$ cat src/rtl/txarb_pkg.sv
package txarb_pkg;
    localparam int NCLI   = 5;
    localparam int CID_W  = 3;
    localparam int NPOS   = 5;
    localparam int MAP_W  = NPOS * CID_W;
    localparam int CFG_AW = 5;
    localparam int TC0_ID = 3;
    localparam int TC1_ID = 4;

    localparam logic [CFG_AW-1:0] A_MAP    = 5'h00;
    localparam logic [CFG_AW-1:0] A_STRICT = 5'h01;
    localparam logic [CFG_AW-1:0] A_WFQ    = 5'h02;
    localparam logic [CFG_AW-1:0] A_SLOTS  = 5'h03;
    localparam logic [CFG_AW-1:0] A_MODE   = 5'h04;
    localparam logic [1:0]        G_WT     = 2'b01;
    localparam logic [1:0]        G_BND    = 2'b10;
endpackage

$ cat src/rtl/txarb_cfg.sv
module txarb_cfg
    import txarb_pkg::*;
#(
    parameter int SLOT_W = 8,
    parameter int WT_W   = 16,
    parameter int DATA_W = 32,
    parameter logic [SLOT_W-1:0] SLOTS_RST = 4,
    parameter logic [WT_W-1:0]   WT_RST    = 16'h2800,
    parameter logic [WT_W-1:0]   BND_RST   = 16'h5000
) (
    input  logic                           clk,
    input  logic                           rst_n,
    input  logic                           we_i,
    input  logic [CFG_AW-1:0]              addr_i,
    input  logic [DATA_W-1:0]              wdata_i,
    output logic [MAP_W-1:0]               map_o,
    output logic [NCLI-1:0]                strict_o,
    output logic [NCLI-1:0]                wfq_o,
    output logic [SLOT_W-1:0]              slots_o,
    output logic                           ets_en_o,
    output logic                           hi_tc_o,
    output logic [NCLI-1:0][WT_W-1:0]      wt_o,
    output logic [NCLI-1:0][WT_W-1:0]      bnd_o
);
    typedef struct packed {
        logic [MAP_W-1:0]          map;
        logic [NCLI-1:0]           strict;
        logic [NCLI-1:0]           wfq;
        logic [SLOT_W-1:0]         slots;
        logic                      ets_en;
        logic                      hi_tc;
        logic [NCLI-1:0][WT_W-1:0] wt;
        logic [NCLI-1:0][WT_W-1:0] bnd;
    } cfg_t;

    localparam cfg_t CFG_RST = '{
        map:    15'h4688,
        strict: 5'h07,
        wfq:    5'h18,
        slots:  SLOTS_RST,
        ets_en: 1'b1,
        hi_tc:  1'b0,
        wt:     {NCLI{WT_RST}},
        bnd:    {NCLI{BND_RST}}
    };

    cfg_t cfg_d, cfg_q;
    logic unused_wdata;
    assign unused_wdata = ^wdata_i;

    always_comb begin
        cfg_d = cfg_q;
        if (we_i) begin
            if (addr_i == A_MAP)         cfg_d.map    = wdata_i[MAP_W-1:0];
            else if (addr_i == A_STRICT) cfg_d.strict = wdata_i[NCLI-1:0];
            else if (addr_i == A_WFQ)    cfg_d.wfq    = wdata_i[NCLI-1:0];
            else if (addr_i == A_SLOTS)  cfg_d.slots  = wdata_i[SLOT_W-1:0];
            else if (addr_i == A_MODE) begin
                cfg_d.ets_en = wdata_i[0];
                cfg_d.hi_tc  = wdata_i[1];
            end else if (addr_i[CFG_AW-1:CFG_AW-2] == G_WT && int'(addr_i[2:0]) < NCLI)
                cfg_d.wt[addr_i[2:0]] = wdata_i[WT_W-1:0];
            else if (addr_i[CFG_AW-1:CFG_AW-2] == G_BND && int'(addr_i[2:0]) < NCLI)
                cfg_d.bnd[addr_i[2:0]] = wdata_i[WT_W-1:0];
        end
    end

    always_ff @(posedge clk or negedge rst_n) begin
        if (!rst_n) cfg_q <= CFG_RST;
        else        cfg_q <= cfg_d;
    end

    assign map_o    = cfg_q.map;
    assign strict_o = cfg_q.strict;
    assign wfq_o    = cfg_q.wfq;
    assign slots_o  = cfg_q.slots;
    assign ets_en_o = cfg_q.ets_en;
    assign hi_tc_o  = cfg_q.hi_tc;
    assign wt_o     = cfg_q.wt;
    assign bnd_o    = cfg_q.bnd;
endmodule

$ cat src/rtl/txarb_prio_pick.sv
module txarb_prio_pick
    import txarb_pkg::*;
(
    input  logic [MAP_W-1:0] map_i,
    input  logic [NCLI-1:0]  elig_i,
    output logic             hit_o,
    output logic [CID_W-1:0] idx_o
);
    // Higher positions are visited later and so override lower ones.
    always_comb begin
        hit_o = 1'b0;
        idx_o = '0;
        for (int p = 0; p < NPOS; p++) begin
            if (int'(map_i[p*CID_W +: CID_W]) < NCLI) begin
                if (elig_i[map_i[p*CID_W +: CID_W]]) begin
                    hit_o = 1'b1;
                    idx_o = map_i[p*CID_W +: CID_W];
                end
            end
        end
    end
endmodule

$ cat src/rtl/txarb_rr_pick.sv
module txarb_rr_pick
    import txarb_pkg::*;
(
    input  logic [NCLI-1:0]  elig_i,
    input  logic [CID_W-1:0] last_i,
    output logic             hit_o,
    output logic [CID_W-1:0] idx_o
);
    // Scan from farthest to nearest so the nearest eligible client after last_i wins.
    always_comb begin : scan
        int c;
        hit_o = 1'b0;
        idx_o = '0;
        c     = 0;
        for (int k = NCLI; k >= 1; k--) begin
            c = (int'(last_i) + k) % NCLI;
            if (elig_i[c]) begin
                hit_o = 1'b1;
                idx_o = CID_W'(c);
            end
        end
    end
endmodule

$ cat src/rtl/txarb_wfq.sv
module txarb_wfq
    import txarb_pkg::*;
#(
    parameter int WT_W  = 16,
    parameter int LEN_W = 16
) (
    input  logic                        clk,
    input  logic                        rst_n,
    input  logic [NCLI-1:0]             set_i,
    input  logic [NCLI-1:0]             req_i,
    input  logic                        take_i,
    input  logic [NCLI-1:0][WT_W-1:0]   wt_i,
    input  logic [NCLI-1:0][WT_W-1:0]   bnd_i,
    input  logic [NCLI-1:0][LEN_W-1:0]  len_i,
    output logic                        has_req_o,
    output logic                        hit_o,
    output logic [CID_W-1:0]            idx_o,
    output logic                        refill_o
);
    localparam int CRED_W = ((WT_W > LEN_W) ? WT_W : LEN_W) + 2;

    typedef struct packed {
        logic [NCLI-1:0][CRED_W-1:0] cred;
        logic [CID_W-1:0]            last;
    } wst_t;

    wst_t st_d, st_q;
    logic [NCLI-1:0]  cand, live;
    logic             found;
    logic [CID_W-1:0] best;

    always_comb begin : pick
        int c;
        c     = 0;
        cand  = req_i & set_i;
        for (int i = 0; i < NCLI; i++)
            live[i] = cand[i] & ~st_q.cred[i][CRED_W-1];
        found = 1'b0;
        best  = '0;
        for (int k = NCLI; k >= 1; k--) begin
            c = (int'(st_q.last) + k) % NCLI;
            if (live[c] && (!found || $signed(st_q.cred[c]) >= $signed(st_q.cred[best]))) begin
                found = 1'b1;
                best  = CID_W'(c);
            end
        end
    end

    assign has_req_o = |cand;
    assign hit_o     = take_i & found;
    assign idx_o     = best;
    assign refill_o  = take_i & (|cand) & ~found;

    always_comb begin : upd
        logic signed [CRED_W-1:0] sum;
        logic signed [CRED_W-1:0] cap;
        sum  = '0;
        cap  = '0;
        st_d = st_q;
        if (hit_o) begin
            st_d.cred[best] = st_q.cred[best] - {{(CRED_W-LEN_W){1'b0}}, len_i[best]};
            st_d.last       = best;
        end else if (refill_o) begin
            for (int i = 0; i < NCLI; i++) begin
                if (set_i[i]) begin
                    sum = $signed(st_q.cred[i]) + $signed({{(CRED_W-WT_W){1'b0}}, wt_i[i]});
                    cap = $signed({{(CRED_W-WT_W){1'b0}}, bnd_i[i]});
                    st_d.cred[i] = (sum > cap) ? cap : sum;
                end
            end
        end
    end

    always_ff @(posedge clk or negedge rst_n) begin
        if (!rst_n) begin
            st_q.cred <= '0;
            st_q.last <= CID_W'(NCLI - 1);
        end else begin
            st_q <= st_d;
        end
    end
endmodule

$ cat src/rtl/tx_prio_wfq_arb.sv
module tx_prio_wfq_arb
    import txarb_pkg::*;
#(
    parameter int SLOT_W = 8,
    parameter int WT_W   = 16,
    parameter int LEN_W  = 16,
    parameter int DATA_W = 32
) (
    input  logic                     clk,
    input  logic                     rst_n,
    input  logic [NCLI-1:0]          req_i,
    input  logic [NCLI*LEN_W-1:0]    len_i,
    input  logic                     cfg_we_i,
    input  logic [CFG_AW-1:0]        cfg_addr_i,
    input  logic [DATA_W-1:0]        cfg_wdata_i,
    output logic [NCLI-1:0]          gnt_o
);
    typedef struct packed {
        logic [NCLI-1:0]   gnt;
        logic [SLOT_W-1:0] slot;
        logic [CID_W-1:0]  rr;
    } st_t;

    st_t st_d, st_q;

    logic [MAP_W-1:0]              map;
    logic [NCLI-1:0]               strict_set, wfq_set, eff_strict, eff_wfq, tc_top;
    logic [SLOT_W-1:0]             slots;
    logic                          ets_en, hi_tc;
    logic [NCLI-1:0][WT_W-1:0]     wt, bnd;
    logic [NCLI-1:0][LEN_W-1:0]    len_a;
    logic                          sp_hit, rr_hit, strict_ok;
    logic [CID_W-1:0]              sp_idx, rr_idx, wfq_idx;
    logic                          wfq_has, wfq_hit, wfq_refill;

    assign len_a = len_i;

    txarb_cfg #(.SLOT_W(SLOT_W), .WT_W(WT_W), .DATA_W(DATA_W)) u_cfg (
        .clk(clk), .rst_n(rst_n), .we_i(cfg_we_i), .addr_i(cfg_addr_i), .wdata_i(cfg_wdata_i),
        .map_o(map), .strict_o(strict_set), .wfq_o(wfq_set), .slots_o(slots),
        .ets_en_o(ets_en), .hi_tc_o(hi_tc), .wt_o(wt), .bnd_o(bnd)
    );

    // Without weighted-fair service one traffic class joins the strict set.
    assign tc_top     = hi_tc ? (NCLI'(1) << TC1_ID) : (NCLI'(1) << TC0_ID);
    assign eff_strict = strict_set | (ets_en ? '0 : tc_top);
    assign eff_wfq    = ets_en ? (wfq_set & ~eff_strict) : '0;

    txarb_prio_pick u_sp (
        .map_i(map), .elig_i(req_i & eff_strict), .hit_o(sp_hit), .idx_o(sp_idx)
    );

    txarb_rr_pick u_rr (
        .elig_i(req_i), .last_i(st_q.rr), .hit_o(rr_hit), .idx_o(rr_idx)
    );

    assign strict_ok = sp_hit && (st_q.slot < slots);

    txarb_wfq #(.WT_W(WT_W), .LEN_W(LEN_W)) u_wfq (
        .clk(clk), .rst_n(rst_n), .set_i(eff_wfq), .req_i(req_i), .take_i(~strict_ok),
        .wt_i(wt), .bnd_i(bnd), .len_i(len_a),
        .has_req_o(wfq_has), .hit_o(wfq_hit), .idx_o(wfq_idx), .refill_o(wfq_refill)
    );

    always_comb begin
        st_d     = st_q;
        st_d.gnt = '0;
        if (strict_ok) begin
            st_d.gnt  = NCLI'(1) << sp_idx;
            st_d.slot = st_q.slot + 1'b1;
        end else if (wfq_has) begin
            if (wfq_hit) begin
                st_d.gnt  = NCLI'(1) << wfq_idx;
                st_d.slot = '0;
            end
        end else if (rr_hit) begin
            st_d.gnt  = NCLI'(1) << rr_idx;
            st_d.slot = '0;
            st_d.rr   = rr_idx;
        end
    end

    always_ff @(posedge clk or negedge rst_n) begin
        if (!rst_n) begin
            st_q.gnt  <= '0;
            st_q.slot <= '0;
            st_q.rr   <= CID_W'(NCLI - 1);
        end else begin
            st_q <= st_d;
        end
    end

    assign gnt_o = st_q.gnt;
endmodule

$ cat config.mk
export PLATFORM = sky130hd
export DESIGN_NAME = tx_prio_wfq_arb
export DESIGN_NICKNAME = d
export VERILOG_FILES = /design/src/rtl/txarb_pkg.sv /design/src/rtl/txarb_cfg.sv /design/src/rtl/txarb_prio_pick.sv /design/src/rtl/txarb_rr_pick.sv /design/src/rtl/txarb_wfq.sv /design/src/rtl/tx_prio_wfq_arb.sv
export SDC_FILE = /design/constraint.sdc
export NUM_CORES = 1
export LEC_CHECK = 0
export CAP_MARGIN = 25
export CORE_MARGIN = 3
export CORE_UTILIZATION = 45
export DETAILED_ROUTE_END_ITERATION = 10
export DONT_BUFFER_PORTS = 1
export PLACE_DENSITY_LB_ADDON = 0.25
export RECOVER_POWER = 100
export SLEW_MARGIN = 10
export SYNTH_ARGS = -nofsm -noshare
export SYNTH_HDL_FRONTEND = slang
export SYNTH_SLANG_ARGS = --single-unit
export TNS_END_PERCENT = 1
$ cat constraint.sdc
create_clock -name clk -period 21.2 [get_ports clk]
set_input_delay 1.06 -clock clk [delete_from_list [all_inputs] [get_ports clk]]
set_output_delay 1.06 -clock clk [all_outputs]
set_load 0.05 [all_outputs]
==> metrics <==
outcome finished with violations; failing checks capacitance limit, slew limit; DPL Wire Length 80.8 mm; cells after synthesis 3303; # IOs 130; width of the die 268 um; crit path DAT 20.96 ns; IO Port Bufs 0; worst-margin pin slew 2.51 ns; vias per inst 6.67; largest net degree at the start of global routing 305; worst skew pair latency 0.58 ns; TritonCTS Sinks 304; CP most frequent cell a21oi_1; CTS Buf Count 40; WS Path Type reg -> reg; DRT Wirelength 113 mm; Syn Nets 3746; drt wl/cell 27.4 um; setup violators final 0; GRT Overall Usage 31.0%; post-synth top area cell dfrtp_1; Nets 3658; minimum clock period 20.47 ns; top_reg_cell synth dfrtp_1; cell area after placement 32100 um2; H-tree levels 2; Post-synth EDFFs 0; DRT Pass-1 Iters 5; num rows 95; Post-CTS Hold Fix Bufs 0; CTS tree built; Max-Cap Viols 1; DRC viols 0; Avg Cell Area, Syn 9.37 um2; most common cell after layout, fill and taps aside ha_1; core footprint 67600 um2; Fin Clk Skew 0.0283 ns; most frequent cells in the layout ha_1, dfrtp_1, nand2_1, a21oi_1, mux2_2; Area growth, synth to finish 8.34%; mapped cell area 31000 um2; GPL Wtd Cong 0.952; RSZ-0062 raised after global routing false; largest driver fanout on the critical path 37; ys async rst share 100%; post-route cell area 33500 um2; Hold Path Class in -> async; Initial Utilization 45.8%; CP peak stage delay 0.77 ns; Worst setup EP type flip-flop; Die ar. 72000 um2; clock-pin slew on the worst setup and hold paths 0.06 ns; Final Cycle Share 96.6%; yosys warns 0; first-pass GRT wire length 169 mm; Slew headroom -68.9%; startpoint class of the critical path flip-flop; Clock Path Buffers 3; Die H 268 um; global route overflow 0; setup TNS 0 ns; 1st-iter DRT viols 2882; Critical Path RT 21.68 ns; Synth Register Bits 304; DR vias 27469; antenna violations before repair 3; post-synth cell types 100; layout cells sized above 1 19.7%; final hold violations 0; top cell type's share of synthesized area 21.8%; Max Slew Vio Count 18; dominant cells by area after synthesis dfrtp_1, ha_1, mux2_2, mux4_2, mux2i_1; Clock Tree Root clkbuf_16; vias in the first global route 27327; ANT nets after route 0; Fillers 6157; Fmax 48.8 MHz; critical path's slowest cell dfstp_2; post-synthesis sequential area ratio 24.7%; Layout Utilization 49.6%
Yosys cell counts (9+ instances only):
library cell	count
o211ai_1	16
o21ai_0	149
buf_1	17
a21oi_1	255
mux4_2	122
o22ai_1	18
or2_2	11
buf_2	27
a221oi_1	13
clkbuf_1	168
nand3_1	32
mux2_2	249
dfstp_2	34
ha_1	312
xor2_1	21
nor3_1	34
dfrtp_1	270
o21a_1	17
nor2_1	187
a211oi_1	50
and2_1	41
nand2b_1	22
a31oi_1	30
o31ai_1	14
nand2_1	256
a22oi_1	69
and3_1	13
a21o_1	66
buf_4	10
nand4_1	35
a22o_1	51
or3_1	19
nor2b_1	33
nor3b_1	14
a2111oi_0	9
mux2i_1	161
inv_1	178
xnor2_1	87
o21bai_1	35
per-stage QoR:
step | setup slack (ns) | hold slack (ns) | std cells
floorplan | 1.71 | 0.458 | 3303
global placement | 0.302 | 0.487 | 4035
CTS | 0.0368 | 0.171 | 4111
global route | 0.0272 | 0.164 | 4120
finish | 0.726 | 0.176 | 4120
detailed placement | 0.0554 | 0.495 | 4038
final timing paths:
path,cells after the start,slack (ns),from,end
max in group asynchronous,0,20.18,rst_n,u_wfq.st_q[1]$_DFFE_PN0P_
min in group clk,1,0.50,st_q[10]$_DFFE_PN0P_,st_q[10]$_DFFE_PN0P_
worst max register to register,81,0.73,u_wfq.st_q[2]$_DFFE_PN1P_,u_wfq.st_q[54]$_DFFE_PN0P_
worst min-delay path,0,0.18,rst_n,u_cfg.wt_o[22]$_DFFE_PN0P_
worst min register to register,1,0.50,st_q[10]$_DFFE_PN0P_,st_q[10]$_DFFE_PN0P_
worst max-delay path,81,0.73,u_wfq.st_q[2]$_DFFE_PN1P_,u_wfq.st_q[54]$_DFFE_PN0P_
layer usage:
| metal | vias to the layer above | wire [um] | global-route usage, % |
|---|---|---|---|
| li1 | 12086 | - | - |
| met1 | 13542 | 45100 | 40.2 |
| met2 | 1477 | 49800 | 48.7 |
| met3 | 362 | 11300 | 7.00 |
| met4 | 2 | 6690 | 15.7 |
| met5 | - | 96 | 0.923 |
final cells by class:
class	instances	area [um2]	area share, %
Sequential cell	304	7650	22.8
Clock inverter	13	115	0.343
Antenna cell	1	2.50	0.00746
Clock buffer	60	1180	3.51
Tap cell	873	1090	3.26
Timing Repair Buffer	100	905	2.70
Multi-Input combinational cell	2584	21900	65.3
Inverter	185	694	2.07
worst max-delay path, delay by kind of cell, from the launching register on:
kind | cells | cell delay (ns)
fa+ha+maj | 7 | 1.89
flops | 1 | 0.77
compound gates | 48 | 11.24
mux | 9 | 2.99
simple gates | 10 | 1.94
buf+inv | 7 | 1.45
timing repair:
| action | in CTS | in global routing |
|---|---|---|
| resized for setup | 2 | 22 |
| buffers inserted | 0 | 6 |
| pin swaps | 0 | 2 |
| endpoints found under the setup margin | 4 | 51 |
state kept, by name (all words and copies together), names as in the netlist:
register and count:
u_wfq.st_q 93, u_cfg.bnd_o 80, u_cfg.wt_o 80, u_cfg.map_o 15, st_q 11, u_cfg.slots_o 8
gnt_o 5, u_cfg.strict_o 5, u_cfg.wfq_o 5, u_cfg.ets_en_o 1, u_cfg.hi_tc_o 1
cell families after synthesis:
kind of cell    synth area share (%)
fa+ha+maj                       13.0
compound gates                  18.9
flops                           24.7
xor+xnor                        3.20
simple gates                    11.3
buf+inv                         5.31
mux                             23.6
Power is not shown: default switching activity piles up to over one toggle a cycle in this logic, so the estimate is an artifact.
